==> config.mk <==
export PLATFORM = sky130hd
export DESIGN_NAME = rtc_alarm_counter
export DESIGN_NICKNAME = d
export VERILOG_FILES = /design/src/rtl/rtc_pkg.sv /design/src/rtl/rtc_prescaler.sv /design/src/rtl/rtc_count_core.sv /design/src/rtl/rtc_status.sv /design/src/rtl/rtc_alarm_counter.sv
export SDC_FILE = /design/constraint.sdc
export NUM_CORES = 1
export LEC_CHECK = 0
export BUFFER_PORTS_ARGS = -buffer_cell sky130_fd_sc_hd__buf_2
export CORE_ASPECT_RATIO = 1.25
export CORE_MARGIN = 5
export CORE_UTILIZATION = 64
export CTS_BUF_LIST = sky130_fd_sc_hd__clkbuf_4 sky130_fd_sc_hd__clkbuf_8
export CTS_CLUSTER_DIAMETER = 50
export DETAILED_ROUTE_END_ITERATION = 8
export HOLD_SLACK_MARGIN = 0.05
export PLACE_DENSITY_LB_ADDON = 0.2
export RECOVER_POWER = 25
export SYNTH_ARGS = -nofsm -noshare
export SYNTH_HDL_FRONTEND = slang
export SYNTH_HIERARCHICAL = 1
export SYNTH_SLANG_ARGS = --single-unit
==> constraint.sdc <==
create_clock -name clk -period 4.9 [get_ports clk]
set_clock_uncertainty 0.2 [all_clocks]
set_input_delay 0.49 -clock clk [delete_from_list [all_inputs] [get_ports clk]]
set_output_delay 0.49 -clock clk [all_outputs]
set_load 0.005 [all_outputs]
==> src/rtl/rtc_pkg.sv <==
package rtc_pkg;
    localparam int ADDR_W = 8;

    localparam logic [ADDR_W-1:0] OFF_COUNT   = 8'h00;
    localparam logic [ADDR_W-1:0] OFF_CMPA    = 8'h04;
    localparam logic [ADDR_W-1:0] OFF_STAT    = 8'h08;
    localparam logic [ADDR_W-1:0] OFF_DIV     = 8'h0C;
    localparam logic [ADDR_W-1:0] OFF_CMPB    = 8'h18;
    localparam logic [ADDR_W-1:0] OFF_CSEL    = 8'h1C;
    localparam logic [ADDR_W-1:0] OFF_SCRATCH = 8'h40;

    // status word bit positions (decoded by software)
    localparam int SB_AF = 0;
    localparam int SB_TF = 1;
    localparam int SB_AE = 2;
    localparam int SB_TE = 3;
    localparam int SB_BF = 4;
    localparam int SB_BE = 6;

    localparam int CSEL_RUN = 3;

    typedef enum logic [0:0] {ST_HALT, ST_RUN} run_state_t;
endpackage

==> src/rtl/rtc_prescaler.sv <==
module rtc_prescaler
    import rtc_pkg::*;
#(
    parameter int DIV_W = 16
) (
    input  logic             clk,
    input  logic             rst_n,
    input  logic             tick_i,
    input  logic             run_req_i,
    input  logic             restart_i,
    input  logic [DIV_W-1:0] div_i,
    output logic             step_o
);
    localparam int LIM_W = DIV_W + 1;

    run_state_t        state_q, state_d;
    logic [LIM_W-1:0]  phase_q, phase_d;
    logic [LIM_W-1:0]  limit;

    assign limit = {div_i, 1'b1};

    always_comb begin
        state_d = state_q;
        unique case (state_q)
            ST_HALT: if (run_req_i)  state_d = ST_RUN;
            ST_RUN:  if (!run_req_i) state_d = ST_HALT;
        endcase
    end

    always_ff @(posedge clk) begin
        if (!rst_n) begin
            state_q <= ST_HALT;
            phase_q <= '0;
        end else begin
            state_q <= state_d;
            phase_q <= phase_d;
        end
    end

    always_comb begin
        step_o  = 1'b0;
        phase_d = phase_q;
        unique case (state_q)
            ST_HALT: phase_d = '0;
            ST_RUN: begin
                if (tick_i) begin
                    if (phase_q >= limit) begin
                        phase_d = '0;
                        step_o  = 1'b1;
                    end else begin
                        phase_d = phase_q + LIM_W'(1);
                    end
                end
            end
        endcase
        if (restart_i) begin
            phase_d = '0;
            step_o  = 1'b0;
        end
    end


    halt_nostep_chk: assert property (@(posedge clk) disable iff (!rst_n)
        (state_q == ST_HALT) |-> !step_o);

    step_on_tick_chk: assert property (@(posedge clk) disable iff (!rst_n)
        step_o |-> tick_i);

    phase_bound_chk: assert property (@(posedge clk) disable iff (!rst_n)
        step_o |=> (phase_q == '0));
endmodule

==> src/rtl/rtc_count_core.sv <==
module rtc_count_core #(
    parameter int CNT_W = 32
) (
    input  logic             clk,
    input  logic             rst_n,
    input  logic             step_i,
    input  logic             load_i,
    input  logic [CNT_W-1:0] load_val_i,
    input  logic [CNT_W-1:0] cmpa_i,
    input  logic [CNT_W-1:0] cmpb_i,
    output logic [CNT_W-1:0] cnt_o,
    output logic             inc_o,
    output logic             hita_o,
    output logic             hitb_o
);
    logic [CNT_W-1:0] cnt_q;
    logic [CNT_W-1:0] cnt_next;

    assign cnt_next = cnt_q + CNT_W'(1);
    assign inc_o    = step_i && !load_i;
    assign hita_o   = inc_o && (cmpa_i != '0) && (cnt_next == cmpa_i);
    assign hitb_o   = inc_o && (cmpb_i != '0) && (cnt_next == cmpb_i);
    assign cnt_o    = cnt_q;

    always_ff @(posedge clk) begin
        if (!rst_n)      cnt_q <= '0;
        else if (load_i) cnt_q <= load_val_i;
        else if (step_i) cnt_q <= cnt_next;
    end


    cnt_step_chk: assert property (@(posedge clk) disable iff (!rst_n)
        inc_o |=> (cnt_q == $past(cnt_q) + CNT_W'(1)));

    cnt_load_chk: assert property (@(posedge clk) disable iff (!rst_n)
        load_i |=> (cnt_q == $past(load_val_i)));

    cmpa_zero_chk: assert property (@(posedge clk) disable iff (!rst_n)
        (cmpa_i == '0) |-> !hita_o);

    cmpb_zero_chk: assert property (@(posedge clk) disable iff (!rst_n)
        (cmpb_i == '0) |-> !hitb_o);
endmodule

==> src/rtl/rtc_status.sv <==
module rtc_status
    import rtc_pkg::*;
#(
    parameter int DATA_W = 32
) (
    input  logic              clk,
    input  logic              rst_n,
    input  logic              wr_i,
    input  logic              clr_a_i,
    input  logic              clr_t_i,
    input  logic              clr_b_i,
    input  logic              en_a_i,
    input  logic              en_t_i,
    input  logic              en_b_i,
    input  logic              set_a_i,
    input  logic              set_t_i,
    input  logic              set_b_i,
    output logic [DATA_W-1:0] stat_o,
    output logic              irq_o
);
    logic af_q, tf_q, bf_q;
    logic ae_q, te_q, be_q;

    always_ff @(posedge clk) begin
        if (!rst_n) begin
            af_q <= 1'b0; tf_q <= 1'b0; bf_q <= 1'b0;
            ae_q <= 1'b0; te_q <= 1'b0; be_q <= 1'b0;
        end else begin
            if (set_a_i)              af_q <= 1'b1;
            else if (wr_i && clr_a_i) af_q <= 1'b0;
            if (set_t_i)              tf_q <= 1'b1;
            else if (wr_i && clr_t_i) tf_q <= 1'b0;
            if (set_b_i)              bf_q <= 1'b1;
            else if (wr_i && clr_b_i) bf_q <= 1'b0;
            if (wr_i) begin
                ae_q <= en_a_i;
                te_q <= en_t_i;
                be_q <= en_b_i;
            end
        end
    end

    always_comb begin
        stat_o        = '0;
        stat_o[SB_AF] = af_q;
        stat_o[SB_TF] = tf_q;
        stat_o[SB_AE] = ae_q;
        stat_o[SB_TE] = te_q;
        stat_o[SB_BF] = bf_q;
        stat_o[SB_BE] = be_q;
    end

    assign irq_o = (af_q && ae_q) || (tf_q && te_q) || (bf_q && be_q);


    set_wins_chk: assert property (@(posedge clk) disable iff (!rst_n)
        set_a_i |=> af_q);

    w0_keep_chk: assert property (@(posedge clk) disable iff (!rst_n)
        (wr_i && !clr_a_i && !set_a_i) |=> (af_q == $past(af_q)));

    irq_src_chk: assert property (@(posedge clk) disable iff (!rst_n)
        irq_o |-> (af_q || tf_q || bf_q));
endmodule

==> src/rtl/rtc_alarm_counter.sv <==
module rtc_alarm_counter
    import rtc_pkg::*;
#(
    parameter int DATA_W = 32,
    parameter int DIV_W  = 16,
    parameter int CSEL_W = 8
) (
    input  logic              clk,
    input  logic              rst_n,
    input  logic              tick_32k,
    input  logic              bus_sel,
    input  logic              bus_wr,
    input  logic [ADDR_W-1:0] bus_addr,
    input  logic [DATA_W-1:0] bus_wdata,
    output logic [DATA_W-1:0] bus_rdata,
    output logic              irq
);
    logic [DATA_W-1:0] cmpa_q, cmpb_q, scratch_q;
    logic [DIV_W-1:0]  div_q;
    logic [CSEL_W-1:0] csel_q;

    logic wr_en;
    logic wr_count, wr_cmpa, wr_stat, wr_div, wr_cmpb, wr_csel, wr_scratch;
    logic step, inc, hita, hitb;
    logic [DATA_W-1:0] cnt, stat;

    assign wr_en      = bus_sel && bus_wr;
    assign wr_count   = wr_en && (bus_addr == OFF_COUNT);
    assign wr_cmpa    = wr_en && (bus_addr == OFF_CMPA);
    assign wr_stat    = wr_en && (bus_addr == OFF_STAT);
    assign wr_div     = wr_en && (bus_addr == OFF_DIV);
    assign wr_cmpb    = wr_en && (bus_addr == OFF_CMPB);
    assign wr_csel    = wr_en && (bus_addr == OFF_CSEL);
    assign wr_scratch = wr_en && (bus_addr == OFF_SCRATCH);

    always_ff @(posedge clk) begin
        if (!rst_n) begin
            cmpa_q    <= '0;
            cmpb_q    <= '0;
            scratch_q <= '0;
            div_q     <= '0;
            csel_q    <= '0;
        end else begin
            if (wr_cmpa)    cmpa_q    <= bus_wdata;
            if (wr_cmpb)    cmpb_q    <= bus_wdata;
            if (wr_scratch) scratch_q <= bus_wdata;
            if (wr_div)     div_q     <= bus_wdata[DIV_W-1:0];
            if (wr_csel)    csel_q    <= bus_wdata[CSEL_W-1:0];
        end
    end

    rtc_prescaler #(.DIV_W(DIV_W)) u_presc (
        .clk       (clk),
        .rst_n     (rst_n),
        .tick_i    (tick_32k),
        .run_req_i (csel_q == CSEL_W'(CSEL_RUN)),
        .restart_i (wr_count || wr_div),
        .div_i     (div_q),
        .step_o    (step)
    );

    rtc_count_core #(.CNT_W(DATA_W)) u_count (
        .clk        (clk),
        .rst_n      (rst_n),
        .step_i     (step),
        .load_i     (wr_count),
        .load_val_i (bus_wdata),
        .cmpa_i     (cmpa_q),
        .cmpb_i     (cmpb_q),
        .cnt_o      (cnt),
        .inc_o      (inc),
        .hita_o     (hita),
        .hitb_o     (hitb)
    );

    rtc_status #(.DATA_W(DATA_W)) u_stat (
        .clk     (clk),
        .rst_n   (rst_n),
        .wr_i    (wr_stat),
        .clr_a_i (bus_wdata[SB_AF]),
        .clr_t_i (bus_wdata[SB_TF]),
        .clr_b_i (bus_wdata[SB_BF]),
        .en_a_i  (bus_wdata[SB_AE]),
        .en_t_i  (bus_wdata[SB_TE]),
        .en_b_i  (bus_wdata[SB_BE]),
        .set_a_i (hita),
        .set_t_i (inc),
        .set_b_i (hitb),
        .stat_o  (stat),
        .irq_o   (irq)
    );

    always_comb begin
        bus_rdata = '0;
        if (bus_sel && !bus_wr) begin
            unique case (bus_addr)
                OFF_COUNT:   bus_rdata = cnt;
                OFF_CMPA:    bus_rdata = cmpa_q;
                OFF_STAT:    bus_rdata = stat;
                OFF_DIV:     bus_rdata = DATA_W'(div_q);
                OFF_CMPB:    bus_rdata = cmpb_q;
                OFF_CSEL:    bus_rdata = DATA_W'(csel_q);
                OFF_SCRATCH: bus_rdata = scratch_q;
                default:     bus_rdata = '0;
            endcase
        end
    end


    idle_rdata_chk: assert property (@(posedge clk) disable iff (!rst_n)
        !bus_sel |-> (bus_rdata == '0));

    hit_flags_chk: assert property (@(posedge clk) disable iff (!rst_n)
        hita |=> stat[SB_AF]);
endmodule

Word level (Yosys, flattened, before mapping)
Cells that the tools add are included.
{"block": "word_totals", "output_inout_bits": 33, "n_memories": 0, "rom_bits": 0, "latch_bits": 0, "mem_bits_rw": 0, "reg_bits": 176}
{"block": "op_classes", "eq_ne": 10, "add_sub_neg": 2, "n_div": 0, "shift": 0, "n_mul": 0, "n_bitwise": 2, "n_reduce_logical": 33, "n_mux": 18, "n_lt_le_gt_ge": 1}
{"op": "case mux 32 bit (7 select lines)", "n": 1}
{"op": "2-to-1 mux 32 bit", "n": 3}
{"op": "equality test 32 bit", "n": 2}
{"op": "nonzero test 32 bit", "n": 2}
{"op": "2-to-1 mux 17 bit", "n": 2}
{"op": "case mux 17 bit (2 select lines)", "n": 1}
{"op": "adder 32 x 1 -> 32 bit, second input constant", "n": 1}
{"op": "logical AND 1 bit", "n": 20}
{"op": "adder 17 x 1 -> 17 bit, second input constant", "n": 1}
{"op": "greater-or-equal comparator 17 bit", "n": 1}
{"op": "equality test 8 x 4 -> 1 bit, second input constant", "n": 2}
{"op": "equality test 8 x 5 -> 1 bit, second input constant", "n": 2}
{"op": "2-to-1 mux 1 bit", "n": 11}
{"op": "equality test 8 x 2 -> 1 bit, second input constant", "n": 1}
{"op": "equality test 8 x 3 -> 1 bit, second input constant", "n": 1}
{"op": "equality test 8 x 7 -> 1 bit, second input constant", "n": 1}
{"op": "logical NOT 8 bit", "n": 1}
{"op": "nonzero test 2 bit", "n": 4}
{"op": "logical OR 1 bit", "n": 3}
{"op": "logical NOT 1 bit", "n": 2}
{"op": "inequality test 2 bit, second input constant", "n": 1}
{"op": "NOT 1 bit", "n": 2}
{"op": "OR reduction 2 bit", "n": 1}

Logic depth before layout (Yosys ltp)
{"block": "logic_depth", "ltp_word": 9, "mapped_depth": 17, "ltp_nobuf": 16}

Hierarchy
Netlist, hierarchy kept.
{"mod": "rtc_alarm_counter", "instances": 1, "cells_per_inst": 738, "seq_area_each_um2": 2402.3, "area_each_um2": 5950.7}
{"mod": "rtc_count_core", "instances": 1, "cells_per_inst": 529, "seq_area_each_um2": 640.6, "area_each_um2": 3903.7}
{"mod": "rtc_prescaler", "instances": 1, "cells_per_inst": 172, "seq_area_each_um2": 360.3, "area_each_um2": 1386.3}
{"mod": "rtc_status", "instances": 1, "cells_per_inst": 57, "seq_area_each_um2": 120.1, "area_each_um2": 479.2}

Worst setup path before layout
Ideal clock, no wire load.
{"block": "synth_path", "path_type": "input -> register", "startpoint": "in bus_addr[2]", "endpoint": "reg u_stat.af_q", "t_required_ns": 4.626, "setup_time_ns": 0.074, "slack_ns": 1.447, "n_path_buf": 3, "cell_stages": 16, "arrival_ns": 3.179, "path_cell_list": "buf_2 > nor4bb_1 > clkbuf_1 > nand3_1 > nand2b_1 > nor2b_1 > and3_1 > clkbuf_1 > nand2b_1 > a2111oi_0 > nand4_1 > nor4_1 > nand4_1 > nor4_2 > o21ai_0 > a31oi_1"}
{"block": "synth_via", "elab_chain_len": 8}
{"element": "from (decl)", "line_no": "rtc_alarm_counter.sv:13", "rtl": "input logic [ADDR_W-1:0] bus_addr,"}
{"element": "equality test 8 x 4 -> 1 bit or logical NOT 8 bit (tied branches)", "line_no": "rtc_alarm_counter.sv:31, rtc_alarm_counter.sv:28"}
{"element": "logical AND 1 bit (on tied branches)", "line_no": "rtc_alarm_counter.sv:31, rtc_alarm_counter.sv:28"}
{"element": "logical OR 1 bit (*)", "line_no": "rtc_alarm_counter.sv:57", "rtl": ".restart_i (wr_count || wr_div),"}
{"element": "2-to-1 mux 1 bit (*)", "line_no": "rtc_prescaler.sv:56", "rtl": "if (restart_i) begin"}
{"element": "named net step", "line_no": "rtc_alarm_counter.sv:24", "rtl": "logic step, inc, hita, hitb;"}
{"element": "logical AND 1 bit (*)", "line_no": "rtc_count_core.sv:20", "rtl": "assign inc_o = step_i && !load_i;"}
{"element": "logical AND 1 bit (*) (2 in a row)", "line_no": "rtc_count_core.sv:21", "rtl": "assign hita_o = inc_o && (cmpa_i != '0) && (cnt_next == cmpa_i);"}
{"element": "named net hita", "line_no": "rtc_alarm_counter.sv:24"}
{"element": "2-to-1 mux 1 bit or nonzero test 2 bit (tied branches)"}
{"element": "to (signal assigned)", "line_no": "rtc_status.sv:26", "rtl": "af_q <= 1'b0; tf_q <= 1'b0; bf_q <= 1'b0;"}
{"element": "to (signal assigned)", "line_no": "rtc_status.sv:29", "rtl": "if (set_a_i) af_q <= 1'b1;"}
{"element": "to (signal assigned)", "line_no": "rtc_status.sv:30", "rtl": "else if (wr_i && clr_a_i) af_q <= 1'b0;"}
{"element": "to (decl)", "line_no": "rtc_status.sv:21", "rtl": "logic af_q, tf_q, bf_q;"}
Mark *: on every way through the listed nets, which the timed path passes. The rest lies on a longest branch.
A chain may end at the register's enable or synchronous reset.

==> reports/qor.txt <==
Seq cells post-synth: 176
dpl hpwl: 27500 µm
die height: 161 µm
# IOs: 78
largest net degree at the start of global routing: 90
leakage power: 4.37 nW
failing checks: max-capacitance violations, max-slew violations
remaining antenna violation count: 0
Critical Path Start: rst_n
syn avg cell area: 7.83 µm²
commonest non-fill, non-tap cell in the layout: nand2_1
die width: 131 µm
layout net count: 1555
share of cells above drive strength 1: 11.6%
Post-CTS Hold Buffers: 0
Core Area: 18000 µm²
FILL cells: 1535
Hold Crit Depth: 3
sink count of the clock tree: 176
Total Neg Setup Slack: 0 ns
first-pass GRT wire length: 60200 µm
post-synthesis cell area: 11700 µm²
clock buffer depth: 2
Crit Path Category: in -> reg
initial antenna violation count: 0
R2R Path Start: u_count/cnt_o[7]$_SDFFE_PN0P_
startpoint types: primary input
post-layout min period: 4.22 ns
n_diodes: 0
period utilization: 86.1%
count of different cell masters after synthesis: 85
Wirelength per Cell: 22.5 µm
initial drt markers: 1222
HP Start: bus_wdata[20]
setup bufs post-CTS: 0
Final Hold Fails: 0
max frequency: 237 MHz
clock latency on the worst-skew pair: 0.47 ns
final setup fails: 0
PwrDens: 224 nW/µm²
crit end category: flip-flop
final WL: 38900 µm
Port Buf Inserts: 77
run status: finished with violations
via/cell ratio: 6.51
grt ovf: 0
TritonCTS buffer count: 17
Hold Crit Class: in -> reg
Mapped Cells: 1496
Post-CTS Resized: 0
EDFF count, synth: 0
TritonCTS clock tree: built
H-tree level count: 4
register area share after synthesis: 30.1%
clock root cell: clkbuf_8
prevailing post-synth register cell: dfxtp_1
multi-input logic area: 7440 µm²
most frequent cells in the layout: nand2_1, dfxtp_1, a21boi_0
RSZ-0062 raised after global routing: false
Max Slew Vio Count: 123
worst vdd ir: 0.159 mV
crit-path max FO: 89
cell row count: 55
vias: 11.3k
Slew Limit Headroom: -114%
vias in the first global route: 10.8k
GRT Overall Usage: 36.5%
FF/Latch Area: 3520 µm²
R2R depth: 9
1st-pass router iterations: 7
GPL Wtd Cong: 1.01
Max Cap Viol: 2
Layout Cells excl Fill: 1732
initial core utilization: 65.0%
# placed instances: 1701
total die area: 21100 µm²
arrival time worst endpoint: 4.41 ns
Async SR Flop Fraction: 0%
clk slew on worst S/H paths: 0.10 ns
DRC errors left: 0
Area Growth Syn to Fin: 5.51%
Yosys Warn Count: 6
Worst Path Required: 5.09 ns
Worst Tran Pin Value: 3.21 ns
synth_stat cells, types with 17 or more instances:
library cell	instances	area, µm²
xnor2_1	66	578
buf_4	42	315
inv_1	30	113
nand3_1	37	185
o21ai_0	51	255
and2_1	38	238
nor3_1	24	120
xor2_1	50	438
mux2i_1	17	170
nand2_1	350	1310
a222oi_1	24	240
clkbuf_1	71	267
nand4_1	31	194
a22o_1	25	219
nor4_1	30	188
buf_2	22	110
a21boi_0	64	480
a21oi_1	35	175
nor2_1	33	124
ha_1	18	225
a21boi_1	56	420
dfxtp_1	176	3520
and3_1	25	156
flip-flops by register name (all words and copies together), names as in the netlist:
signal,cells
cmpb_q,32
u_stat/tf_q,1
scratch_q,32
div_q,16
u_stat/af_q,1
u_stat/bf_q,1
csel_q,8
u_stat/be_q,1
u_stat/ae_q,1
u_count/cnt_o,32
u_presc/phase_q,17
u_stat/te_q,1
cmpa_q,32
u_presc/state_q,1
layout make-up:
type	instances	share of cell area (%)
Multi-Input combinational cell	1169	60.1
Sequential cell	176	28.5
Timing Repair Buffer	98	4.32
Tap cell	228	2.31
Clock buffer	18	2.00
Clock inverter	13	1.82
Inverter	30	0.911
per-stage QoR:
stage	setup slack [ns]	instance area [µm²]	hold slack (ns)	util, %	power, mW
after floorplan	1.45	11800	0.235	-	1.54
after global placement	1.08	11900	0.244	66.0	1.59
after detailed placement	0.964	11900	0.250	66.0	1.59
after CTS	0.948	12400	0.0618	68.6	2.77
after global routing	0.320	12400	0.0644	68.6	2.85
final	0.680	12400	0.0794	68.6	2.77
final timing paths:
path | to | slack, ns
setup / recovery | u_stat/tf_q$_SDFFE_PN0P_ | 0.68
hold / removal | scratch_q[20]$_SDFFE_PN0P_ | 0.08
hold reg to reg | scratch_q[30]$_SDFFE_PN0P_ | 0.26
setup reg to reg | u_stat/af_q$_SDFFE_PN0P_ | 0.81
critical path: stages:
cell and delay [ns]:
clkbuf_2 0.93, clkbuf_1 2.34, o21ai_0 0.35, a31oi_1 0.28
routing by layer:
| metal | part of all wire [%] | vias to the layer above | track usage, % |
|---|---|---|---|
| met4 | 5.6 | 0 | 19.0 |
| met1 | 38 | 5328 | 43.3 |
| met5 | 0 | - | 0 |
| met2 | 49 | 607 | 61.7 |
| met3 | 8.1 | 134 | 6.72 |
| li1 | - | 5206 | - |
report_power, final:
part | internal, mW | switching [mW]
clock network | 0.632 | 0.580
logic | 0.0458 | 0.0830
registers | 1.43 | 0.00143
kinds of logic after synthesis:
kind of cell,count (synthesis),synth area share [%]
adders and majority gates,19,2.01
and+or+nand+nor,636,27.0
DFF,176,30.1
other,1,0.0320
buffers and inverters,176,7.54
AOI/OAI and AO/OA,337,21.0
xor gates and xnor gates,120,9.45
muxes,31,2.99
Note: power is estimated with default switching activity, not from simulation.
